[config.mk]
export PLATFORM = sky130hd
export DESIGN_NAME = cla_tree_adder
export DESIGN_NICKNAME = d
export VERILOG_FILES = /design/src/rtl/cla_tree_adder.sv
export SDC_FILE = /design/constraint.sdc
export NUM_CORES = 1
export LEC_CHECK = 0
export BUFFER_PORTS_ARGS = -buffer_cell sky130_fd_sc_hd__buf_2
export CORE_MARGIN = 2
export CORE_UTILIZATION = 47
export DETAILED_ROUTE_END_ITERATION = 6
export GPL_ROUTABILITY_DRIVEN = 0
export PLACE_DENSITY = 0.9
export SYNTH_ARGS = -nofsm -noshare
export SYNTH_HDL_FRONTEND = slang
export SYNTH_SLANG_ARGS = --single-unit
[constraint.sdc]
create_clock -name vclk -period 4
set_input_delay 0.2 -clock vclk [all_inputs]
set_output_delay 0.2 -clock vclk [all_outputs]
set_load 0.02 [all_outputs]
[src/rtl/cla_tree_adder.sv]
module cla_tree_adder #(
  parameter int W = 16
) (
  input  logic [W-1:0] a,
  input  logic [W-1:0] b,
  input  logic         cin,
  output logic [W-1:0] sum,
  output logic         cout
);

  function automatic int lsize(int k);
    int n;
    n = W;
    for (int i = 0; i < k; i++) n = (n + 3) / 4;
    return n;
  endfunction

  function automatic int nlev();
    int k;
    k = 0;
    for (int i = 0; i < 40; i++) if (lsize(i) > 1) k = i + 1;
    return k;
  endfunction

  localparam int L = nlev();

  // two-level carry after n positions of a unit: OR of generate/carry-in terms
  // each ANDed with all propagates above them
  function automatic logic la(int n, logic [3:0] p, logic [3:0] g, logic c0);
    logic r, t;
    r = 1'b0;
    for (int j = 0; j <= 4; j++) begin
      if (j <= n) begin
        if (j == 0) t = c0;
        else        t = g[j-1];
        for (int k = 0; k < 4; k++) if (k >= j && k < n) t = t & p[k];
        r = r | t;
      end
    end
    return r;
  endfunction

  for (genvar k = 0; k < L; k++) begin : g_lvl
    localparam int NC = lsize(k);
    localparam int NU = lsize(k + 1);
    logic [NC-1:0] pi, gi, ci;
    logic [NU-1:0] po, go, pc;

    if (k == 0) begin : g_bits
      assign pi = a ^ b;
      assign gi = a & b;
    end else begin : g_up
      assign pi = g_lvl[k-1].po;
      assign gi = g_lvl[k-1].go;
      assign g_lvl[k-1].pc = ci;
    end

    if (k == L - 1) begin : g_root
      assign pc = cin;
    end

    for (genvar u = 0; u < NU; u++) begin : g_unit
      localparam int M = (NC - 4*u < 4) ? NC - 4*u : 4;
      logic [3:0] up, ug;
      for (genvar i = 0; i < 4; i++) begin : g_in
        if (i < M) begin : g_used
          assign up[i] = pi[4*u+i];
          assign ug[i] = gi[4*u+i];
          assign ci[4*u+i] = la(i, up, ug, pc[u]);
        end else begin : g_pad
          assign up[i] = 1'b0;
          assign ug[i] = 1'b0;
        end
      end
      assign po[u] = &up[M-1:0];
      assign go[u] = la(M, up, ug, 1'b0);
    end
  end

  assign sum  = g_lvl[0].pi ^ g_lvl[0].ci;
  assign cout = g_lvl[L-1].go[0] | (g_lvl[L-1].po[0] & cin);

endmodule

==> flow_summary.json, run 1 <==
{
  "slowest_stage": "ha_1",
  "drcViolationCount": 0,
  "setup_ws_ns": 1.51,
  "hold_buffers": 0,
  "p_per_area_nw_per_um2": 196,
  "synth_cells": 84,
  "hold_end": "sum[12]",
  "io_pins": 50,
  "vias_per_cell": 5.28,
  "wirelength_mm": 1.60,
  "antenna_found_initial": 0,
  "synth_top_area_share_pct": 35.5,
  "drv_slew": 0,
  "core_area_um2": 1350,
  "clock.fmax_mhz": 401,
  "setup_viol": 0,
  "synth-simple-area-share_pct": 20.2,
  "synthAdderAreaFrac_pct": 46.8,
  "hpwl_mm": 1.50,
  "synth_area_um2": 706,
  "synthToLayoutAreaGrowth_pct": 38.1,
  "grt_overflow": 0,
  "final_nets": 193,
  "grt_pass1_vias": 715,
  "finalCoreUtilization_pct": 72.2,
  "min_period_over_period_pct": 62.3,
  "min_from": "b[12]",
  "yosys.area.top_type": "ha_1",
  "antenna_left": 0,
  "synth_xor_xnor_area_share_pct": 9.93,
  "die_y_um": 42.8,
  "drt_iter0_markers": 10,
  "cts_setup_buffers": 0,
  "groute.usage.overall_pct": 17.4,
  "slew-limit-headroom_pct": 74.0,
  "initial_utilization_pct": 52.3,
  "post_dp_cell_area_um2": 975,
  "cts_resized": 0,
  "crit_type": "in -> out",
  "synth_top_family_by_area": "adder cells",
  "nClkBuffers": 0,
  "area.sequential_um2": 0,
  "synthMuxAreaShare_pct": 0,
  "end_kind": "output pin",
  "drive_gt1_share_pct": 40.3,
  "wl_per_cell_um": 10.8,
  "synth.area.top_cells": "ha_1 (35%), fa_1 (11%), o21a_1 (8.5%)",
  "final.fill_count": 119,
  "worstPathCellList": "buf_2 > ha_1 > a21oi_1 > nor2_1 > nor3_1 > o21ai_0 > ha_1 > o21a_1 > o21a_1 > nor2_1 > xnor2_1 > buf_2",
  "io_buffers": 50,
  "postLayoutCellArea_um2": 975,
  "route.vias.total": 786,
  "status": "complete, no violations",
  "multi_input_area_um2": 687,
  "grt_first_pass_wirelength_mm": 2.70,
  "die_x_um": 42.8,
  "rsz0062_at_grt": "no",
  "drtPass1Iterations": 4,
  "startpoint_type": "primary input",
  "syn_nets": 141,
  "ir_drop_mv": 0.0997,
  "dpl_worst_slack_ns": 1.52,
  "worstPathArrival_ns": 2.29,
  "grt_max_degree": 5,
  "ys_types": 21,
  "finalHoldViolations": 0,
  "setup_tns_ns": 0,
  "rows": 13,
  "synth_compound_area_share_pct": 20.4,
  "diodes": 0,
  "syn-mean-instance-area_um2": 8.40,
  "final.min_clock_period_ns": 2.49,
  "holdPathStages": 3,
  "hold_class": "in -> out",
  "tightest_slew_ns": 0.386,
  "drv_cap": 0,
  "die_area_um2": 1830,
  "worstPathMaxFanout": 2,
  "crit_path_max_incr_delay_ns": 0.30,
  "p_leak_nw": 0.541,
  "synth_seq_area_share_pct": 0,
  "yosys_warnings": 0,
  "design.seq.count": 0,
  "required_ns": 3.80
}
[critical path: cells and delay by family]
kind	cells	cell delay [ns]
AOI/OAI and AO/OA	4	0.73
xor gates and xnor gates	1	0.12
adders and majority gates	2	0.53
buffers and inverters	2	0.29
and+or+nand+nor	3	0.42
[synth_stat cells]
master,n
a211o_1,1
a211oi_2,1
a21o_1,2
a21oi_1,5
and4_1,2
fa_1,4
ha_1,20
inv_1,5
nand2_1,2
nand3_1,1
nand3_2,1
nand4_1,1
nor2_1,12
nor2b_1,2
nor2b_4,1
nor3_1,5
o21a_1,8
o21ai_0,2
o31ai_2,1
xnor2_1,5
xor2_1,3
[how the worst max path moves through the flow]
stage,start,to,slack (ns)
6_report,a[0],sum[11],1.51
3_5_place_dp,a[0],sum[11],1.52
5_1_grt,a[0],sum[11],1.34
3_3_place_gp,a[0],sum[11],1.54
2_1_floorplan,a[11],sum[15],1.85
4_1_cts,a[0],sum[11],1.51
[power by group]
| group | switching, W | internal, W |
|---|---|---|
| clock network | 0 | 0 |
| registers | 0 | 0 |
| logic | 0.000112 | 0.0000790 |
| total | 0.000112 | 0.0000790 |
[metrics by stage]
stage | cells | hold WS [ns] | total power (W)
floorplan | 84 | 0.656 | 0.000132
global placement | 149 | 0.800 | 0.000186
detailed placement | 149 | 0.800 | 0.000192
CTS | 149 | 0.800 | 0.000192
global route | 149 | 0.829 | 0.000209
finish | 149 | 0.798 | 0.000191
[kinds of logic after synthesis]
logic type | after synthesis
AO/OA/AOI/OAI | 20
XOR/XNOR | 8
adder cells (fa/ha/maj) | 24
buffers and inverters | 5
AND/OR/NAND/NOR | 27
[area by class of cell]
class	count	share of cell area [%]
repair buffers	50	25.7
well taps	15	1.93
inverters	5	1.93
multi-input cells	79	70.5
[layer usage]
layer | GRT usage, % | wire [um]
met5 | 0 | 0
met4 | 1.25 | 0
met3 | 0.426 | 125
met2 | 35.5 | 850
met1 | 20.3 | 626
[cells in the final DEF, fill, tap and decap left out, drive strengths merged, types with 2 or more instances in the layout]
cell type	count
nand3	2
a21oi	5
nor2	12
nor2b	3
inv	5
nand2	2
xnor2	5
o21ai	2
ha	20
buf	50
nor3	5
o21a	8
fa	4
xor2	3
a21o	2
and4	2
(Power assumes the default switching activity.)
==> run 2: changes to the inputs <==
- CORE_UTILIZATION: 47 -> 44
- PLACE_DENSITY: 0.9 -> 0.85
- clock period: 4 -> 2.4 ns (I/O delays scaled with it)
==> flow_summary.json, run 2 (same netlist as run 1, synthesis figures left out) <==
{
  "postLayoutCellArea_um2": 981,
  "worstPathMaxFanout": 2,
  "rows": 14,
  "hpwl_mm": 1.46,
  "synthToLayoutAreaGrowth_pct": 39.0,
  "critPathTopFamily": "compound AO/OA/AOI/OAI gates",
  "nClkBuffers": 0,
  "drv_cap": 0,
  "final.fill_count": 141,
  "groute.usage.overall_pct": 17.7,
  "drtPass1Iterations": 1,
  "crit_type": "in -> out",
  "cp-endpoint": "sum[11]",
  "die_y_um": 44.0,
  "layout.cells.non_filler": 150,
  "crit_buf_inv": 2,
  "p_per_area_nw_per_um2": 326,
  "grt_first_pass_wirelength_mm": 2.81,
  "route.vias.total": 741,
  "diodes": 0,
  "status": "complete, no violations",
  "area.sequential_um2": 0,
  "vias_per_cell": 4.94,
  "cp.depth": 12,
  "p_leak_nw": 0.540,
  "finalHoldViolations": 0,
  "layout_common_cells": "buf_2 (49), ha_1 (19), nor2_1 (12), o21a_1 (8)",
  "die_x_um": 44.0,
  "dp_cells": 150,
  "core_area_um2": 1510,
  "gr-usage-met2_pct": 35.0,
  "drive_gt1_share_pct": 41.0,
  "drcViolationCount": 0,
  "tightest_slew_ns": 0.224,
  "slew-limit-headroom_pct": 84.9,
  "post_dp_cell_area_um2": 976,
  "worstPathCellList": "buf_2 > ha_1 > a21oi_1 > nor2_1 > nor3_1 > o21ai_1 > ha_1 > o21a_1 > o21a_1 > nor2_1 > xnor2_1 > buf_2",
  "end_kind": "output pin",
  "io_buffers": 50,
  "drv_slew": 0,
  "rsz0062_at_grt": "yes",
  "grt.busiest_layer": "met2",
  "grt_pass1_vias": 725,
  "crit_path_max_incr_delay_ns": 0.31,
  "slowest_stage": "ha_1",
  "die_area_um2": 1940,
  "grt_max_degree": 5,
  "antenna_found_initial": 0,
  "setup_viol": 0,
  "required_ns": 2.28,
  "met3_usage_pct": 0,
  "hold_buffers": 0,
  "ir_drop_mv": 0.133,
  "worstPathArrival_ns": 2.11,
  "design.seq.count": 0,
  "wirelength_mm": 1.54,
  "min_period_over_period_pct": 92.8,
  "drt_iter0_markers": 0,
  "hold_class": "in -> out",
  "met1_usage_pct": 22.8,
  "grt_overflow": 0,
  "wl_per_cell_um": 10.3,
  "initial_utilization_pct": 46.8,
  "startpoint_type": "primary input",
  "layout_commonest_cell": "buf_2",
  "crit_start": "a[0]",
  "io_pins": 50,
  "clock.fmax_mhz": 449,
  "antenna_left": 0,
  "final_nets": 193,
  "final.min_clock_period_ns": 2.23
}
-- run 2: repair_timing --
item / CTS / global route
setup buffers: 0 / 0
setup endpoints to repair: 0 / 2
resized for setup: 0 / 4
-- run 2: worst min-delay path by stage --
stage / from / endpoint / cells past startpoint
after floorplan: b[12] / sum[12] / 1
after CTS: b[4] / sum[4] / 3
after global routing: b[12] / sum[12] / 3
final: b[4] / sum[4] / 3
after detailed placement: b[4] / sum[4] / 3
after global placement: b[4] / sum[4] / 3
-- run 2: layout make-up --
cell class,instances,area [um2],share of cell area [%]
inverters,5,18.8,1.91
multi-input cells,79,689,70.3
well taps,16,20.0,2.04
repair buffers,50,253,25.8
-- run 2: power by group --
group | switching (W) | total (W) | internal, W | leakage [nW]
sequential | 0 | 0 | 0 | 0
clock | 0 | 0 | 0 | 0
combinational | 0.000184 | 0.000319 | 0.000135 | 0.540
total | 0.000184 | 0.000319 | 0.000135 | 0.540
-- run 2: metrics by stage --
| stage | setup TNS (ns) | power, W | hold slack (ns) | worst slack (ns) | util [%] |
|---|---|---|---|---|---|
| CTS | 0 | 0.000319 | 0.647 | 0.119 | 64.8 |
| global route | -0.0285 | 0.000356 | 0.671 | -0.0285 | 65.1 |
| floorplan | 0 | 0.000220 | 0.496 | 0.408 | - |
| finish | 0 | 0.000319 | 0.642 | 0.173 | 65.1 |
| global placement | 0 | 0.000310 | 0.644 | 0.155 | 64.8 |
| detailed placement | 0 | 0.000318 | 0.646 | 0.123 | 64.8 |
-- run 2: routing by layer --
| metal | up-vias | part of all wire, % | routed length (um) |
|---|---|---|---|
| met5 | - | 0 | 0 |
| met4 | 0 | 0 | 0 |
| met3 | 0 | 5.8 | 89 |
| met2 | 25 | 52 | 798 |
| met1 | 315 | 42 | 653 |
| li1 | 401 | - | - |
